`config.mk`:
```
export PLATFORM = sky130hd
export DESIGN_NAME = adc_readout_ctrl
export DESIGN_NICKNAME = d
export VERILOG_FILES = /design/src/rtl/adc_readout_pkg.sv /design/src/rtl/adc_phase_timer.sv /design/src/rtl/adc_rate_gate.sv /design/src/rtl/adc_shift_capture.sv /design/src/rtl/adc_readout_ctrl.sv
export SDC_FILE = /design/constraint.sdc
export NUM_CORES = 1
export LEC_CHECK = 0
export ABC_AREA = 0
export CAP_MARGIN = 40
export CORE_UTILIZATION = 40
export CTS_CLUSTER_SIZE = 16
export DETAILED_ROUTE_END_ITERATION = 10
export DONT_BUFFER_PORTS = 1
export SLEW_MARGIN = 20
export SYNTH_ARGS = -nofsm -noshare
export SYNTH_HDL_FRONTEND = slang
export SYNTH_SLANG_ARGS = --single-unit
```
`constraint.sdc`:
```
create_clock -name clk -period 2.4 [get_ports clk]
set_input_delay 0 -clock clk [delete_from_list [all_inputs] [get_ports clk]]
set_output_delay 0 -clock clk [all_outputs]
set_load 0.03 [all_outputs]
```
`src/rtl/adc_readout_pkg.sv`:
```
`timescale 1ns/1ps
package adc_readout_pkg;

    // Sequencer states; order carries no meaning outside the controller.
    typedef enum logic [2:0] {
        ST_IDLE     = 3'd0,
        ST_ARM      = 3'd1,
        ST_CONVERT  = 3'd2,
        ST_ENABLE   = 3'd3,
        ST_SCK_HIGH = 3'd4,
        ST_SCK_LOW  = 3'd5
    } ctrl_state_t;

    function automatic int max3(input int a, input int b, input int c);
        int m;
        m = (a > b) ? a : b;
        return (m > c) ? m : c;
    endfunction

endpackage

```
`src/rtl/adc_phase_timer.sv`:
```
`timescale 1ns/1ps
// Down-counting phase timer: load with (length - 1), done while at zero.
module adc_phase_timer #(
    parameter int W = 8
) (
    input  logic         clk,
    input  logic         rst,
    input  logic         load_i,
    input  logic [W-1:0] len_m1_i,
    output logic         done_o
);

    logic [W-1:0] cnt_q;

    always_ff @(posedge clk) begin
        if (rst) begin
            cnt_q <= '0;
        end else if (load_i) begin
            cnt_q <= len_m1_i;
        end else if (cnt_q != '0) begin
            cnt_q <= cnt_q - 1'b1;
        end
    end

    assign done_o = (cnt_q == '0);

endmodule

```
`src/rtl/adc_rate_gate.sv`:
```
`timescale 1ns/1ps
// Opens PERIOD cycles after the last accepted request; open after reset.
module adc_rate_gate #(
    parameter int PERIOD = 200
) (
    input  logic clk,
    input  logic rst,
    input  logic accept_i,
    output logic ready_o
);

    localparam int W = $clog2(PERIOD + 1);
    localparam logic [W-1:0] FULL = W'(PERIOD);

    logic [W-1:0] since_q;

    always_ff @(posedge clk) begin
        if (rst) begin
            since_q <= FULL;
        end else if (accept_i) begin
            since_q <= W'(1);
        end else if (since_q != FULL) begin
            since_q <= since_q + 1'b1;
        end
    end

    assign ready_o = (since_q == FULL);

endmodule

```
`src/rtl/adc_shift_capture.sv`:
```
`timescale 1ns/1ps
// Serial capture path: falling-edge counter, MSB-first shift register and
// the result register that is committed once the word is complete.
module adc_shift_capture #(
    parameter int DATA_W = 16,
    localparam int CNT_W = $clog2(DATA_W + 1)
) (
    input  logic              clk,
    input  logic              rst,
    input  logic              clear_i,
    input  logic              shift_i,
    input  logic              fall_i,
    input  logic              commit_i,
    input  logic              sdo_i,
    output logic [CNT_W-1:0]  fall_cnt_o,
    output logic [DATA_W-1:0] data_o
);

    logic [DATA_W-1:0] sr_q;
    logic [DATA_W-1:0] sr_n;
    logic [CNT_W-1:0]  fall_q;
    logic [DATA_W-1:0] data_q;

    // Next shift-register value: every stage takes its lower neighbour,
    // stage 0 takes the serial input.
    for (genvar b = 0; b < DATA_W; b++) begin : g_stage
        if (b == 0) begin : g_lsb
            assign sr_n[b] = sdo_i;
        end else begin : g_upper
            assign sr_n[b] = sr_q[b-1];
        end
    end

    always_ff @(posedge clk) begin
        if (rst) begin
            sr_q <= '0;
        end else if (shift_i) begin
            sr_q <= sr_n;
        end
    end

    always_ff @(posedge clk) begin
        if (rst || clear_i) begin
            fall_q <= '0;
        end else if (fall_i) begin
            fall_q <= fall_q + 1'b1;
        end
    end

    always_ff @(posedge clk) begin
        if (rst) begin
            data_q <= '0;
        end else if (commit_i) begin
            data_q <= sr_q;
        end
    end

    assign fall_cnt_o = fall_q;
    assign data_o     = data_q;

endmodule

```
`src/rtl/adc_readout_ctrl.sv`:
```
`timescale 1ns/1ps
module adc_readout_ctrl
    import adc_readout_pkg::*;
#(
    parameter int DATA_W            = 16,
    parameter int CLK_NS            = 10,
    parameter int CONV_CYC          = 160,
    parameter int EN_CYC            = 3,
    parameter int HALF_CYC          = 1,
    parameter int PERIOD_CYC        = 200,
    parameter int CONV_MIN_NS       = 1600,
    parameter int EN_MIN_NS         = 25,
    parameter int SCK_HALF_MIN_NS   = 8,
    parameter int SCK_PERIOD_MIN_NS = 18,
    parameter int RATE_MIN_NS       = 2000
) (
    input  logic              clk,
    input  logic              rst,
    input  logic              start_i,
    input  logic              auto_run_i,
    input  logic              sdo_i,
    output logic              cnv_o,
    output logic              sck_o,
    output logic [DATA_W-1:0] data_o,
    output logic              data_valid_o
);

    // Cycles from an accepted request until the controller is idle again.
    localparam int SEQ_CYC = 1 + CONV_CYC + EN_CYC + 2 * DATA_W * HALF_CYC;
    localparam int TMR_MAX = max3(CONV_CYC, EN_CYC, HALF_CYC);
    localparam int TMR_W   = $clog2(TMR_MAX + 1);
    localparam int CNT_W   = $clog2(DATA_W + 1);

    localparam logic [TMR_W-1:0] CONV_M1 = TMR_W'(CONV_CYC - 1);
    localparam logic [TMR_W-1:0] EN_M1   = TMR_W'(EN_CYC - 1);
    localparam logic [TMR_W-1:0] HALF_M1 = TMR_W'(HALF_CYC - 1);
    localparam logic [CNT_W-1:0] LAST_FALL = CNT_W'(DATA_W);

    // ------------------------------------------------------------------
    // Elaboration-time timing checks
    // ------------------------------------------------------------------
    if (CONV_CYC < 1 || CONV_CYC * CLK_NS < CONV_MIN_NS) begin : g_bad_conv
        $error("conversion wait shorter than the worst-case conversion time");
    end
    if (EN_CYC < 1 || EN_CYC * CLK_NS < EN_MIN_NS) begin : g_bad_en
        $error("enable delay shorter than the output-enable time");
    end
    if (HALF_CYC < 1 || HALF_CYC * CLK_NS < SCK_HALF_MIN_NS) begin : g_bad_half
        $error("serial clock half-period too short");
    end
    if (2 * HALF_CYC * CLK_NS < SCK_PERIOD_MIN_NS) begin : g_bad_sck
        $error("serial clock period shorter than the data-valid delay");
    end
    if (PERIOD_CYC * CLK_NS < RATE_MIN_NS) begin : g_bad_rate
        $error("conversion period below the minimum cycle time");
    end
    if (PERIOD_CYC < SEQ_CYC) begin : g_bad_seq
        $error("conversion period cannot hold one full sequence");
    end

    // ------------------------------------------------------------------
    // Internal signals
    // ------------------------------------------------------------------
    ctrl_state_t       state_q;
    ctrl_state_t       state_n;
    logic              advance;
    logic              accept;
    logic              rate_ready;
    logic              tmr_done;
    logic [TMR_W-1:0]  len_m1;
    logic [CNT_W-1:0]  fall_cnt;
    logic              last_fall;
    logic              shift_en;
    logic              fall_en;
    logic              commit_en;
    logic              cnv_q;
    logic              sck_q;
    logic              valid_q;

    assign accept    = (state_q == ST_IDLE) && rate_ready && (start_i || auto_run_i);
    assign last_fall = (fall_cnt == LAST_FALL);

    // Sample points: bit 15 at the end of the enable delay, later bits on
    // every falling serial edge except the first.
    assign shift_en  = ((state_q == ST_ENABLE) && tmr_done) ||
                       ((state_q == ST_SCK_HIGH) && tmr_done && (fall_cnt != '0));
    assign fall_en   = (state_q == ST_SCK_HIGH) && tmr_done;
    assign commit_en = (state_q == ST_SCK_LOW) && tmr_done && last_fall;

    // ------------------------------------------------------------------
    // Sub-blocks
    // ------------------------------------------------------------------
    adc_rate_gate #(
        .PERIOD (PERIOD_CYC)
    ) rate_i (
        .clk      (clk),
        .rst      (rst),
        .accept_i (accept),
        .ready_o  (rate_ready)
    );

    adc_phase_timer #(
        .W (TMR_W)
    ) timer_i (
        .clk      (clk),
        .rst      (rst),
        .load_i   (advance),
        .len_m1_i (len_m1),
        .done_o   (tmr_done)
    );

    adc_shift_capture #(
        .DATA_W (DATA_W)
    ) capture_i (
        .clk        (clk),
        .rst        (rst),
        .clear_i    (accept),
        .shift_i    (shift_en),
        .fall_i     (fall_en),
        .commit_i   (commit_en),
        .sdo_i      (sdo_i),
        .fall_cnt_o (fall_cnt),
        .data_o     (data_o)
    );

    // ------------------------------------------------------------------
    // State register
    // ------------------------------------------------------------------
    always_ff @(posedge clk) begin
        if (rst) begin
            state_q <= ST_IDLE;
        end else begin
            state_q <= state_n;
        end
    end

    // ------------------------------------------------------------------
    // Next state
    // ------------------------------------------------------------------
    always_comb begin
        state_n = state_q;
        advance = 1'b0;
        unique case (state_q)
            ST_IDLE: begin
                if (accept) begin
                    state_n = ST_ARM;
                    advance = 1'b1;
                end
            end
            ST_ARM: begin
                if (tmr_done) begin
                    state_n = ST_CONVERT;
                    advance = 1'b1;
                end
            end
            ST_CONVERT: begin
                if (tmr_done) begin
                    state_n = ST_ENABLE;
                    advance = 1'b1;
                end
            end
            ST_ENABLE: begin
                if (tmr_done) begin
                    state_n = ST_SCK_HIGH;
                    advance = 1'b1;
                end
            end
            ST_SCK_HIGH: begin
                if (tmr_done) begin
                    state_n = ST_SCK_LOW;
                    advance = 1'b1;
                end
            end
            ST_SCK_LOW: begin
                if (tmr_done) begin
                    state_n = last_fall ? ST_IDLE : ST_SCK_HIGH;
                    advance = 1'b1;
                end
            end
            default: begin
                state_n = ST_IDLE;
                advance = 1'b1;
            end
        endcase
    end

    // Phase length for the state being entered.
    always_comb begin
        unique case (state_n)
            ST_CONVERT:              len_m1 = CONV_M1;
            ST_ENABLE:               len_m1 = EN_M1;
            ST_SCK_HIGH, ST_SCK_LOW: len_m1 = HALF_M1;
            default:                 len_m1 = '0;
        endcase
    end

    // ------------------------------------------------------------------
    // Outputs, registered from the next state
    // ------------------------------------------------------------------
    always_ff @(posedge clk) begin
        if (rst) begin
            cnv_q   <= 1'b1;
            sck_q   <= 1'b0;
            valid_q <= 1'b0;
        end else begin
            valid_q <= (state_q == ST_SCK_LOW) && (state_n == ST_IDLE);
            unique case (state_n)
                ST_IDLE, ST_CONVERT: begin
                    cnv_q <= 1'b1;
                    sck_q <= 1'b0;
                end
                ST_SCK_HIGH: begin
                    cnv_q <= 1'b0;
                    sck_q <= 1'b1;
                end
                default: begin
                    cnv_q <= 1'b0;
                    sck_q <= 1'b0;
                end
            endcase
        end
    end

    assign cnv_o        = cnv_q;
    assign sck_o        = sck_q;
    assign data_valid_o = valid_q;

endmodule

```
==> impl_metrics.tcl <==
set metrics [dict create \
    p_switching_mw 1.088 \
    htreeDepth 3 \
    end_kind "register" \
    die_h_um 82.45 \
    yosysSeqAreaShare 0.4563 \
    final_nets 295 \
    fmax_mhz 489.6 \
    critPathKind "reg2reg" \
    cts_buffers 9 \
    initial_utilization 0.4247 \
    vias 1910 \
    place_hpwl_um 3252 \
    grt-ovfl-total 0 \
    fin_ws_ps 357.4 \
    diodes 0 \
    period_needed_ps 2043 \
    reg2reg_to "capture_i.data_o[1]" \
    cts-root-buf "clkbuf_8" \
    power_mw 2.950 \
    maxCapViolCount 0 \
    ys_types 48 \
    crit_chain "inv_1 > ha_1 > nor2b_1 > nand4_2 > nor4b_4 > buf_12 > mux2i_1 > nor2_1" \
    synth_flop_cell "dfxtp_1" \
    core_mm2 0.006096 \
    hold_start "start_i" \
    syn_avg_cell_area_um2 9.414 \
    cp-start-kind "register" \
    setup_violations 0 \
    pre_cts_ws_ps 359.6 \
    combPwrFrac 0.315 \
    synth_top_area_share 0.4563 \
    antenna_found_initial 0 \
    hold_end "rate_i.since_q[0]" \
    finalSetupTns_ps 0 \
    clk_path_buf_depth 2 \
    outcome "complete, no violations" \
    drive_gt1_frac 0.1111 \
    switching_share 0.3689 \
    leakage_nw 1.034 \
    pwr-share-seq 0.426 \
    cts_tree "yes" \
    worstPathArrival_ps 2260 \
    reg2reg_depth 8 \
    required_ps 2620 \
    finalNonFillerCells 363 \
    synth_top_area_cell "dfxtp_1" \
    tightest_slew_ps 542.8 \
    timing.final.hold_violations 0 \
    finClkSkew_ps 8.310 \
    first_global_vias 1806 \
    min_path_cells 4 \
    synth_area_mm2 0.002589 \
    p_per_area_mw_per_mm2 1023 \
    syn_to_final_growth_pct 11.41 \
    io-pin-count 24 \
    crit_path_top_delay_cell "dfxtp_1" \
    grt_setup_unrepaired "false" \
    max-slew-margin-rel 0.6382 \
    nFillCells 591 \
    viasPerCell 5.262 \
    io_buffers 0 \
    wl_per_cell_um 13.58 \
    die_x_um 82.45 \
    row_count 28 \
    final.period_utilization 0.8511 \
    grt_first_pass_wirelength_um 8190 \
    place_congestion 0.8013 \
    r2r_start "timer_i.cnt_q[0]" \
    routed_wirelength_um 4928 \
    ir_worst_vdd_mv 0.4958 \
    dieArea_mm2 0.006797 \
    internal_power_mw 1.862 \
    synth_edf_count 0 \
    synthArstFlopShare 0 \
    ys.warnings.count 0 \
    hold_class "in2reg" \
    dp.cells 345 \
    p_clk_frac 0.259 \
    slew_violations 0 \
    drc 0 \
    synth_seq_cells 59 \
    reg2reg_setup_slack_ps 360 \
    netlist_instances 275 \
    synth_common_cells "59 x dfxtp_1, 46 x nor2_1, 33 x mux2i_1" \
    synth_area_leaders "dfxtp_1 46%, mux2i_1 13%, nor2_1 6.7%, ha_1 2.9%, nand3_1 2.9%" \
    max_stage_delay_ps 340 \
    clk_latency_ps 340 \
    first_pass_iters 4 \
    yosysMostFrequentCell "dfxtp_1" \
    cp_max_fo 17 \
    antenna_left 0 \
    drt_iter0_markers 89 \
    grt_usage 0.1632 \
    synth_nets 286 \
    cts.sinks 59 \
    clkSlewWorstSetupHoldPaths_ps 60 \
    fin_util 0.4731 \
    grt_start_max_net_pins 45 \
    post_cts_buffers 0 \
]
## timing repair
| action | CTS | global route |
|---|---|---|
| endpoints found under the setup margin | 0 | 0 |
| hold buffers | 3 | 0 |
| resized for setup | 0 | 0 |
| hold endpoints to repair | 51 | 0 |
## worst max path at each step
stage / start / endpoint / slack (ps) / cells past startpoint
6_report: timer_i.cnt_q[0] / capture_i.data_o[1] / 360 / 8
3_5_place_dp: timer_i.cnt_q[0] / capture_i.data_o[10] / 360 / 8
2_1_floorplan: timer_i.cnt_q[0] / capture_i.data_o[10] / 490 / 9
4_1_cts: timer_i.cnt_q[2] / capture_i.sr_q[1] / 350 / 6
3_3_place_gp: timer_i.cnt_q[0] / capture_i.data_o[11] / 370 / 8
5_1_grt: timer_i.cnt_q[2] / capture_i.sr_q[14] / 190 / 6
## state kept, by name, summed over array words and instances (netlist names), 3 cells and up
| name | flops |
|---|---|
| capture_i.data_o | 16 |
| capture_i.fall_cnt_o | 5 |
| capture_i.sr_q | 16 |
| rate_i.since_q | 8 |
| state_q | 3 |
| timer_i.cnt_q | 8 |
## final cells by class
type / instances / area (µm²) / area share
well taps: 75 / 93.84 / 0.03254
repair buffers: 9 / 97.59 / 0.03384
clock buffers: 10 / 137.6 / 0.04772
inverters: 9 / 33.78 / 0.01171
multi-input cells: 196 / 1310 / 0.4542
clock inverters: 5 / 30.03 / 0.01041
flip-flops and latches: 59 / 1181 / 0.4095
## metal layers
metal / vias to the layer above / routed length, µm / GRT usage
met1: 896 / 2451 / 0.2040
met3: 9 / 210 / 0.06593
met5: - / 0 / 0
met2: 34 / 2193 / 0.2471
li1: 971 / - / -
met4: 0 / 72 / 0.06842
## per-stage QoR
stage / area (µm²) / hold slack, ps
after floorplan: 2589 / 147.2
after global routing: 2884 / 228.9
after global placement: 2676 / 76.71
after CTS: 2884 / 179.2
final: 2884 / 174.0
after detailed placement: 2676 / 79.99
## kinds of logic after synthesis
family / after synthesis / synth area share
xor+xnor: 13 / 0.04398
flops: 59 / 0.4563
simple gates: 115 / 0.2320
compound gates: 29 / 0.07009
fa+ha+maj: 6 / 0.02900
buf+inv: 20 / 0.04108
mux: 33 / 0.1276
## power groups by stage
stage / sequential [mW] / combinational [mW] / clock (mW)
4_1_cts: 1.25 / 0.937 / 0.798
6_report: 1.26 / 0.930 / 0.764
5_1_grt: 1.28 / 1.06 / 0.833
3_3_place_gp: 1.28 / 0.907 / 0
2_1_floorplan: 1.22 / 0.757 / 0
3_5_place_dp: 1.28 / 0.911 / 0
## worst max-delay path: cells and delay by family (launching register included)
family / cells / cell delay (ps)
buffers and inverters: 2 / 340
multiplexers: 1 / 200
AND/OR/NAND/NOR: 4 / 870
flip-flops: 1 / 340
adder cells (fa/ha/maj): 1 / 180
## cells in the final DEF, fill, tap and decap left out, types with 3 or more instances in the layout
cell type / count
dfxtp_1: 59
nor2_1: 46
mux2i_1: 33
nand3_1: 15
nand2_1: 15
a21oi_1: 13
clkbuf_8: 10
inv_1: 9
nor3_1: 9
xnor2_1: 7
xor2_1: 6
ha_1: 6
buf_4: 5
o21ai_0: 4
nor2b_1: 3
nand4_1: 3
and3_1: 3
clkinv_2: 3
Note: power is estimated with default switching activity, not from simulation.
